`src/rtl/cit_pkg.sv`:
```
package cit_pkg;
    localparam int SEL_W = 3;

    typedef enum logic [1:0] {
        ADDR_CTRL = 2'd0,
        ADDR_DHI  = 2'd1,
        ADDR_DLO  = 2'd2,
        ADDR_ACK  = 2'd3
    } addr_e;

    typedef struct packed {
        logic             spare;
        logic             cnt_mode;
        logic             cap_en;
        logic             irq_en;
        logic             port_en;
        logic [SEL_W-1:0] clk_sel;
    } ctrl_t;
endpackage

```
`src/rtl/cit_edge_sync.sv`:
```
module cit_edge_sync #(
    parameter int STAGES = 2
) (
    input  logic clk,
    input  logic rst_n,
    input  logic din,
    output logic rise
);
    localparam int SH_W = STAGES + 1;

    logic [SH_W-1:0] sh_d, sh_q;

    always_comb begin
        sh_d = {sh_q[SH_W-2:0], din};
    end

    always_ff @(posedge clk or negedge rst_n) begin
        if (!rst_n) sh_q <= '0;
        else        sh_q <= sh_d;
    end

    // last synchronized level high, previous level low
    assign rise = sh_q[STAGES-1] & ~sh_q[STAGES];
endmodule

```
`src/rtl/cit_tick_sel.sv`:
```
module cit_tick_sel #(
    parameter int NUM_DIV = 7,
    parameter int SEL_W   = 3
) (
    input  logic [SEL_W-1:0]   sel,
    input  logic [NUM_DIV-1:0] div_tick,
    input  logic               car_edge,
    input  logic               car_only,
    output logic               tick
);
    always_comb begin
        tick = 1'b0;
        if (car_only || sel == '0) begin
            tick = car_edge;
        end else begin
            for (int i = 0; i < NUM_DIV; i++) begin
                if (int'(sel) == i + 1) tick = div_tick[i];
            end
        end
    end
endmodule

```
`src/rtl/cmp_ir_timer.sv`:
```
module cmp_ir_timer #(
    parameter int BYTE_W  = 8,
    parameter int NUM_DIV = 7,
    parameter int STAGES  = 2
) (
    input  logic                clk,
    input  logic                rst_n,
    input  logic                wr_en,
    input  logic [1:0]          wr_sel,
    input  logic [BYTE_W-1:0]   wr_data,
    input  logic [NUM_DIV-1:0]  div_tick,
    input  logic                carrier_in,
    input  logic                ir_in,
    input  logic                wt_ovf,
    output logic [2*BYTE_W-1:0] cap_val,
    output logic                irq_flag,
    output logic                pin_out,
    output logic                pin_oe
);
    import cit_pkg::*;

    localparam int CNT_W = 2 * BYTE_W;
    localparam int N_IN  = 2;
    localparam logic [CNT_W-1:0] ONE = {{(CNT_W-1){1'b0}}, 1'b1};

    typedef struct packed {
        logic [CNT_W-1:0]  cnt;
        logic [CNT_W-1:0]  dr;
        logic [CNT_W-1:0]  cap;
        logic [BYTE_W-1:0] stage;
        ctrl_t             ctrl;
        logic              tog;
        logic              irq;
        logic              armed;
    } state_t;

    state_t s_d, s_q;

    // input synchronizers: index 0 carrier, index 1 IR
    logic [N_IN-1:0] raw_in, rise_in;
    assign raw_in = {ir_in, carrier_in};

    for (genvar g = 0; g < N_IN; g++) begin : g_sync
        cit_edge_sync #(.STAGES(STAGES)) sync_i (
            .clk  (clk),
            .rst_n(rst_n),
            .din  (raw_in[g]),
            .rise (rise_in[g])
        );
    end

    logic car_edge, ir_edge, cap_mode, cnt_mode, tick, irq_en;
    logic [CNT_W-1:0] cnt_q, dr_q;
    assign car_edge = rise_in[0];
    assign ir_edge  = rise_in[1];
    assign cap_mode = s_q.ctrl.cap_en;
    assign cnt_mode = s_q.ctrl.cap_en & s_q.ctrl.cnt_mode;
    assign irq_en   = s_q.ctrl.irq_en;
    assign cnt_q    = s_q.cnt;
    assign dr_q     = s_q.dr;

    cit_tick_sel #(.NUM_DIV(NUM_DIV), .SEL_W(SEL_W)) tick_i (
        .sel     (s_q.ctrl.clk_sel),
        .div_tick(div_tick),
        .car_edge(car_edge),
        .car_only(cnt_mode),
        .tick    (tick)
    );

    addr_e addr;
    assign addr = addr_e'(wr_sel);

    always_comb begin
        logic set_irq;
        s_d     = s_q;
        set_irq = 1'b0;

        if (!cap_mode) begin
            if (tick) begin
                if (s_q.cnt == s_q.dr) begin
                    s_d.cnt = '0;
                    s_d.tog = ~s_q.tog;
                    set_irq = 1'b1;
                end else begin
                    s_d.cnt = s_q.cnt + ONE;
                end
            end
        end else if (!cnt_mode) begin
            if (wt_ovf) begin
                s_d.cap   = s_q.cnt;
                s_d.cnt   = '0;
                s_d.armed = 1'b1;
                set_irq   = 1'b1;
            end else begin
                if (ir_edge && s_q.armed) begin
                    s_d.cap   = s_q.cnt;
                    s_d.armed = 1'b0;
                    set_irq   = 1'b1;
                end
                if (tick) s_d.cnt = s_q.cnt + ONE;
            end
        end else begin
            if (wt_ovf) begin
                s_d.cap = s_q.cnt;
                s_d.cnt = '0;
                set_irq = 1'b1;
            end else if (tick) begin
                s_d.cnt = s_q.cnt + ONE;
            end
        end

        if (set_irq && s_q.ctrl.irq_en) s_d.irq = 1'b1;
        else if (wr_en && addr == ADDR_ACK) s_d.irq = 1'b0;

        if (wr_en) begin
            case (addr)
                ADDR_CTRL: s_d.ctrl  = ctrl_t'(wr_data[7:0]);
                ADDR_DHI:  s_d.stage = wr_data;
                ADDR_DLO:  s_d.dr    = {s_q.stage, wr_data};
                default:   ;
            endcase
        end
    end

    always_ff @(posedge clk or negedge rst_n) begin
        if (!rst_n) begin
            s_q     <= '0;
            s_q.dr  <= '1;
        end else begin
            s_q <= s_d;
        end
    end

    assign cap_val  = s_q.cap;
    assign irq_flag = s_q.irq;
    assign pin_out  = s_q.tog;
    assign pin_oe   = s_q.ctrl.port_en;
endmodule

```
`config.mk`:
```
export PLATFORM = sky130hd
export DESIGN_NAME = cmp_ir_timer
export DESIGN_NICKNAME = d
export VERILOG_FILES = /design/src/rtl/cit_pkg.sv /design/src/rtl/cit_edge_sync.sv /design/src/rtl/cit_tick_sel.sv /design/src/rtl/cmp_ir_timer.sv
export SDC_FILE = /design/constraint.sdc
export NUM_CORES = 1
export LEC_CHECK = 0
export ABC_CLOCK_PERIOD_IN_PS = 4200
export BUFFER_PORTS_ARGS = -buffer_cell sky130_fd_sc_hd__clkbuf_2
export CORE_MARGIN = 3
export CORE_UTILIZATION = 55
export CTS_CLUSTER_SIZE = 12
export DETAILED_ROUTE_END_ITERATION = 7
export GPL_ROUTABILITY_DRIVEN = 0
export PLACE_DENSITY = 0.77
export SYNTH_ARGS = -nofsm -noshare
export SYNTH_HDL_FRONTEND = slang
export SYNTH_SLANG_ARGS = --single-unit
```
`constraint.sdc`:
```
create_clock -name clk -period 4.2 [get_ports clk]
set_input_delay 0.63 -clock clk [delete_from_list [all_inputs] [get_ports clk]]
set_output_delay 0.63 -clock clk [all_outputs]
set_load 0.02 [all_outputs]
```
==> results of run 1 <==
critical path, delay by kind of cell, from the launching register on:
kind / cells / cell delay, ns
AOI/OAI and AO/OA: 3 / 1.30
DFF: 1 / 0.44
muxes: 1 / 0.37
and+or+nand+nor: 2 / 0.36
layer usage:
layer / vias up / wire length, um
met1: 1026 / 2610
met5: - / 0
met2: 53 / 2750
met3: 12 / 313
met4: 0 / 115
li1: 975 / -
through the flow:
stage / area (um2) / std cells / hold WS, ns / util (%) / setup WS (ns)
global placement: 3500 / 358 / 0.335 / 61.4 / 1.56
floorplan: 3360 / 269 / 0.331 / - / 2.14
global route: 3740 / 374 / 0.370 / 65.5 / 1.44
detailed placement: 3500 / 358 / 0.344 / 61.4 / 1.49
finish: 3740 / 374 / 0.322 / 65.5 / 1.63
CTS: 3740 / 374 / 0.339 / 65.5 / 1.63
flip-flops by register name (all words and copies together), names as in the netlist:
signal	flops
cnt_q	16
pin_out	1
irq_en	1
g_sync.sync_i.sh_q	6
dr_q	16
cap_mode	1
s_q	13
pin_oe	1
cap_val	16
irq_flag	1
synth_stat cells (2+ instances only):
cell type / n
nor2_1: 17
nand4_1: 5
nand3b_1: 3
mux2_2: 48
nand2_1: 17
inv_1: 2
nand2b_1: 2
nor2b_1: 4
nor3b_1: 4
clkbuf_1: 6
o21ai_1: 2
a22o_1: 2
nor4b_4: 2
xnor2_1: 27
o21ai_0: 4
dfstp_2: 16
nand3_1: 9
nor3_1: 6
buf_4: 17
dfrtp_1: 56
nor4_4: 2
logic make-up after synthesis:
logic type / Yosys count
compound gates: 15
xor+xnor: 28
fa+ha+maj: 1
buf+inv: 28
flops: 72
mux: 49
simple gates: 76
report_power, final:
| group | total, mW | switching (mW) | internal, mW |
|---|---|---|---|
| combinational | 0.379 | 0.189 | 0.189 |
| sequential | 0.948 | 0.108 | 0.840 |
| clock | 0.615 | 0.231 | 0.384 |
final timing paths:
check / start / endpoint / slack [ns]
max in group asynchronous: rst_n / dr_q[13]$_DFFE_PN1P_ / 2.91
worst min-delay path: rst_n / cap_val[15]$_DFFE_PN0P_ / 0.32
min in group clk: g_sync[0].sync_i.sh_q[0]$_DFF_PN0_ / g_sync[0].sync_i.sh_q[1]$_DFF_PN0_ / 0.36
worst min register to register: g_sync[0].sync_i.sh_q[0]$_DFF_PN0_ / g_sync[0].sync_i.sh_q[1]$_DFF_PN0_ / 0.36
worst max-delay path: s_q[5]$_DFFE_PN0P_ / cnt_q[13]$_DFFE_PN0P_ / 1.63
worst max register to register: s_q[5]$_DFFE_PN0P_ / cnt_q[13]$_DFFE_PN0P_ / 1.63
cell type report:
| type | count | area share (%) |
|---|---|---|
| flip-flops and latches | 72 | 48.7 |
| multi-input cells | 169 | 36.5 |
| repair buffers | 43 | 5.89 |
| clock buffers | 14 | 4.62 |
| well taps | 72 | 2.41 |
| clock inverters | 2 | 1.61 |
| inverters | 2 | 0.201 |
==> impl_metrics.yaml, run 1 <==
synth:
  synth_xor_area_share_pct: 7.29
  synth-compound-area-share_pct: 3.16
  synth-seq-cells: 72
  synth_top_family_by_area: "multiplexers"
  synth.top_cell.area_share_pct: 41.7
  netlist_area_um2: 3360
  seq_area_frac_synth_pct: 54.1
  synthArstFlopShare_pct: 100
  syn_inst: 269
  synth.largest_area_cell: "dfrtp_1"
  synth-edff-count: 0
  yosys_warnings: 0
  synth_simple_gate_area_share_pct: 13.4
  synthAdderAreaFrac_pct: 0.372
  ys_types: 39
  synth_area_leaders: "dfrtp_1 42%, mux2_2 16%, dfstp_2 12%, xnor2_1 7.0%, buf_4 3.8%"
  synth_fp_nets: 293
  ys_dominant_reg_cell: "dfrtp_1"
  muxShareOfSynthArea_pct: 16.4
  syn_area_per_cell_um2: 12.5
critical_path:
  crit_fanout: 20
  max_stage_delay_ns: 0.83
  critPathRequiredTime_ns: 4.45
  critPathSlowestCell: "o311a_1"
  start_kind: "register"
  worstSetupPathType: "register to register"
  crit_chain: "mux2_2 > a221oi_2 > o311a_1 > nor3_1 > nand2b_1 > o211ai_1"
  r2r_cells: 6
  critical_path_arrival_ns: 2.81
  end_kind: "register"
finish:
  drive_above_1_share_pct: 42.1
  fin_nets: 321
  final_common_cell: "dfrtp_1"
  ff_latch_area_um2: 1820
  multi_input_area_um2: 1370
  layout_common_cells: "56 x dfrtp_1, 48 x mux2_2, 40 x clkbuf_2"
  n_antenna_cell: 0
  area_growth_pct: 11.1
  fill_cells: 428
floorplan:
  rows: 27
  io_pins: 42
  die_w_um: 84.2
  dieArea_um2: 7090
  core_area_um2: 5710
  die_y_um: 84.2
  start_util_pct: 58.9
clocking:
  cts.sinks: 72
  cts_hold_buf: 0
  post_cts_buffers: 0
  cts_resized: 0
  clock_latency_ns: 0.34
  htreeDepth: 3
  path_clk_slew_ns: 0.07
  cts_tree: "yes"
  cts-root-buf: "clkbuf_8"
  cts_made_buffers: 9
  cts.path.max_buffers: 2
power:
  total_power_mw: 1.94
  vdd.ir_drop.worst_mv: 0.339
  power_leakage_nw: 1.66
  power.density_nw_per_um2: 520
timing:
  setup_viol: 0
  slew_headroom_pct: 29.1
  rsz0062_at_grt: "false"
  fmax_ghz: 0.390
  finalCriticalPeriod_ns: 2.57
  drv_slew: 0
  hold_violations: 0
  fin_tns_setup_ns: 0
  fin_skew_ns: 0.00677
  max_slew.worst_pin.slew_ns: 1.06
  min_period_over_period_pct: 61.1
routing:
  drcViolationCount: 0
  drt-total-wl_mm: 5.78
  vias: 2066
  routedWlPerCell_um: 15.5
  firstDrtPassIters: 4
  ant_nets: 0
  detail_route.vias_per_cell: 5.52
  drtIter0Drc: 149
grt:
  grt-ovfl-total: 0
  grt_pass1_vias: 2112
  grt_pass1_wl_mm: 10.3
  grtUsageTotal_pct: 18.3
  met3_usage_pct: 5.20
  grt_max_degree: 42
  grt_busiest_layer: "met2"
  met1_usage_pct: 24.4
  met2_usage_pct: 28.6
  antenna_found_initial: 0
flow_run:
  drv_cap: 0
outcome:
  status: "completed"
placement:
  dpl.hpwl_mm: 4.27
  portBuffers: 41
hold_path:
  hp-class: "input pin to asynchronous set/reset pin"
Power figures use the tool's default switching activity.
==> inputs of run 2 (changes only) <==
Settings changed: ABC_CLOCK_PERIOD_IN_PS 4200 to 2100, CORE_UTILIZATION 55 to 52.
Clock period 4.2 ns to 2.1 ns, I/O delays scaled along.
==> impl_metrics.yaml, run 2 (synthesis results as in run 1) <==
critical_path:
  end_kind: "register"
  start_kind: "register"
  worstSetupPathType: "register to register"
  critPathRequiredTime_ns: 2.36
  worst-path-buf-inv: 1
  max_stage_delay_ns: 0.45
  critPathSlowestCell: "dfrtp_2"
  critical_path_arrival_ns: 2.28
  crit_fanout: 10
  path_delay_family: "compound AO/OA/AOI/OAI gates"
  crit_chain: "mux2_4 > a221oi_4 > o311a_4 > buf_12 > nor3_1 > nand2b_1 > o211ai_1"
clocking:
  cts_made_buffers: 9
  cts.sinks: 72
  cts-root-buf: "clkbuf_8"
  path_clk_slew_ns: 0.07
  htreeDepth: 3
  clock_latency_ns: 0.34
  cts.path.max_buffers: 2
  post_cts_buffers: 0
  cts_tree: "yes"
timing:
  slew_headroom_pct: 55.5
  fin_skew_ns: 0.00824
  finalCriticalPeriod_ns: 2.02
  fin_tns_setup_ns: 0
  drv_slew: 0
  fmax_ghz: 0.496
  rsz0062_at_grt: "false"
  min_period_over_period_pct: 96.1
  hold_violations: 0
  max_slew.worst_pin.slew_ns: 0.666
  setup_viol: 0
finish:
  area_growth_pct: 15.5
  n_antenna_cell: 0
  drive_above_1_share_pct: 44.9
  layout_common_cells: "55 x dfrtp_1, 47 x mux2_2, 40 x clkbuf_2"
  fill_cells: 468
  design_area_um2: 3890
  final_common_cell: "dfrtp_1"
  fin_nets: 333
  instances_no_fill: 389
grt:
  grtUsageTotal_pct: 18.8
  grt_pass1_vias: 2131
  grt-ovfl-total: 0
  grt_pass1_wl_mm: 10.6
  grt_max_degree: 27
  antenna_found_initial: 0
routing:
  firstDrtPassIters: 4
  drcViolationCount: 0
  detail_route.vias_per_cell: 5.48
  ant_nets: 0
  drt-total-wl_mm: 6.34
  drtIter0Drc: 72
  vias: 2131
  routedWlPerCell_um: 16.3
outcome:
  status: "completed"
power:
  vdd.ir_drop.worst_mv: 0.583
  power.density_nw_per_um2: 976
  power_leakage_nw: 1.73
placement:
  dpl_cell_area_um2: 3630
  place_inst: 371
  dpl.hpwl_mm: 4.50
  portBuffers: 41
flow_run:
  drv_cap: 0
floorplan:
  core_area_um2: 6100
  dieArea_um2: 7470
  die_w_um: 86.4
  start_util_pct: 55.2
  io_pins: 42
  die_y_um: 86.4
  rows: 28
hold_path:
  hp-class: "input pin to register"
-- run 2: timing repair --
action,CTS,global route
pin swaps,0,2
endpoints found under the hold margin,18,0
setup endpoints to repair,2,9
hold buffers,1,0
resized for setup,1,5
gates cloned,0,1
-- run 2: layer usage --
layer / routed length (um) / GRT usage, %
met1: 2860 / 25.9
met5: 0 / 0
met3: 317 / 4.37
met2: 3050 / 28.2
met4: 107 / 8.64
-- run 2: report_power, final --
part | switching (mW) | internal, mW | leakage [nW]
sequential | 0.199 | 1.68 | 0.886
combinational | 0.453 | 0.483 | 0.758
clock | 0.487 | 0.490 | 0.0894
total | 1.14 | 2.65 | 1.73
-- run 2: layout make-up --
| class | instances | area (um2) | area share, % |
|---|---|---|---|
| tap | 75 | 93.8 | 2.41 |
| inverter | 2 | 7.51 | 0.193 |
| multi-input combinational | 169 | 1410 | 36.2 |
| sequential | 72 | 1820 | 46.9 |
| clock buffer | 13 | 159 | 4.09 |
| clock inverter | 3 | 17.5 | 0.451 |
| timing repair buffer | 55 | 380 | 9.78 |
-- run 2: metrics by stage --
| stage | utilization, % | power (mW) | hold WS [ns] | worst slack, ns |
|---|---|---|---|---|
| floorplan | - | 2.52 | 0.0194 | 0.177 |
| global placement | 59.6 | 2.71 | 0.333 | 0.0894 |
| detailed placement | 59.6 | 2.76 | 0.338 | 0.0385 |
| CTS | 62.8 | 3.75 | 0.0554 | 0.0524 |
| global route | 63.8 | 4.02 | 0.0441 | 0.00169 |
| finish | 63.8 | 3.79 | 0.0700 | 0.0819 |
-- run 2: worst paths after layout --
kind	startpoint	end	slack (ns)	cells past startpoint
setup / recovery	s_q[5]$_DFFE_PN0P_	cnt_q[13]$_DFFE_PN0P_	0.08	7
setup reg to reg	s_q[5]$_DFFE_PN0P_	cnt_q[13]$_DFFE_PN0P_	0.08	7
hold reg to reg	g_sync[0].sync_i.sh_q[0]$_DFF_PN0_	g_sync[0].sync_i.sh_q[1]$_DFF_PN0_	0.35	0
hold / removal	ir_in	g_sync[1].sync_i.sh_q[0]$_DFF_PN0_	0.07	1
min in group asynchronous	rst_n	pin_oe$_DFFE_PN0P_	0.50	2
max in group asynchronous	rst_n	dr_q[9]$_DFFE_PN1P_	0.99	3
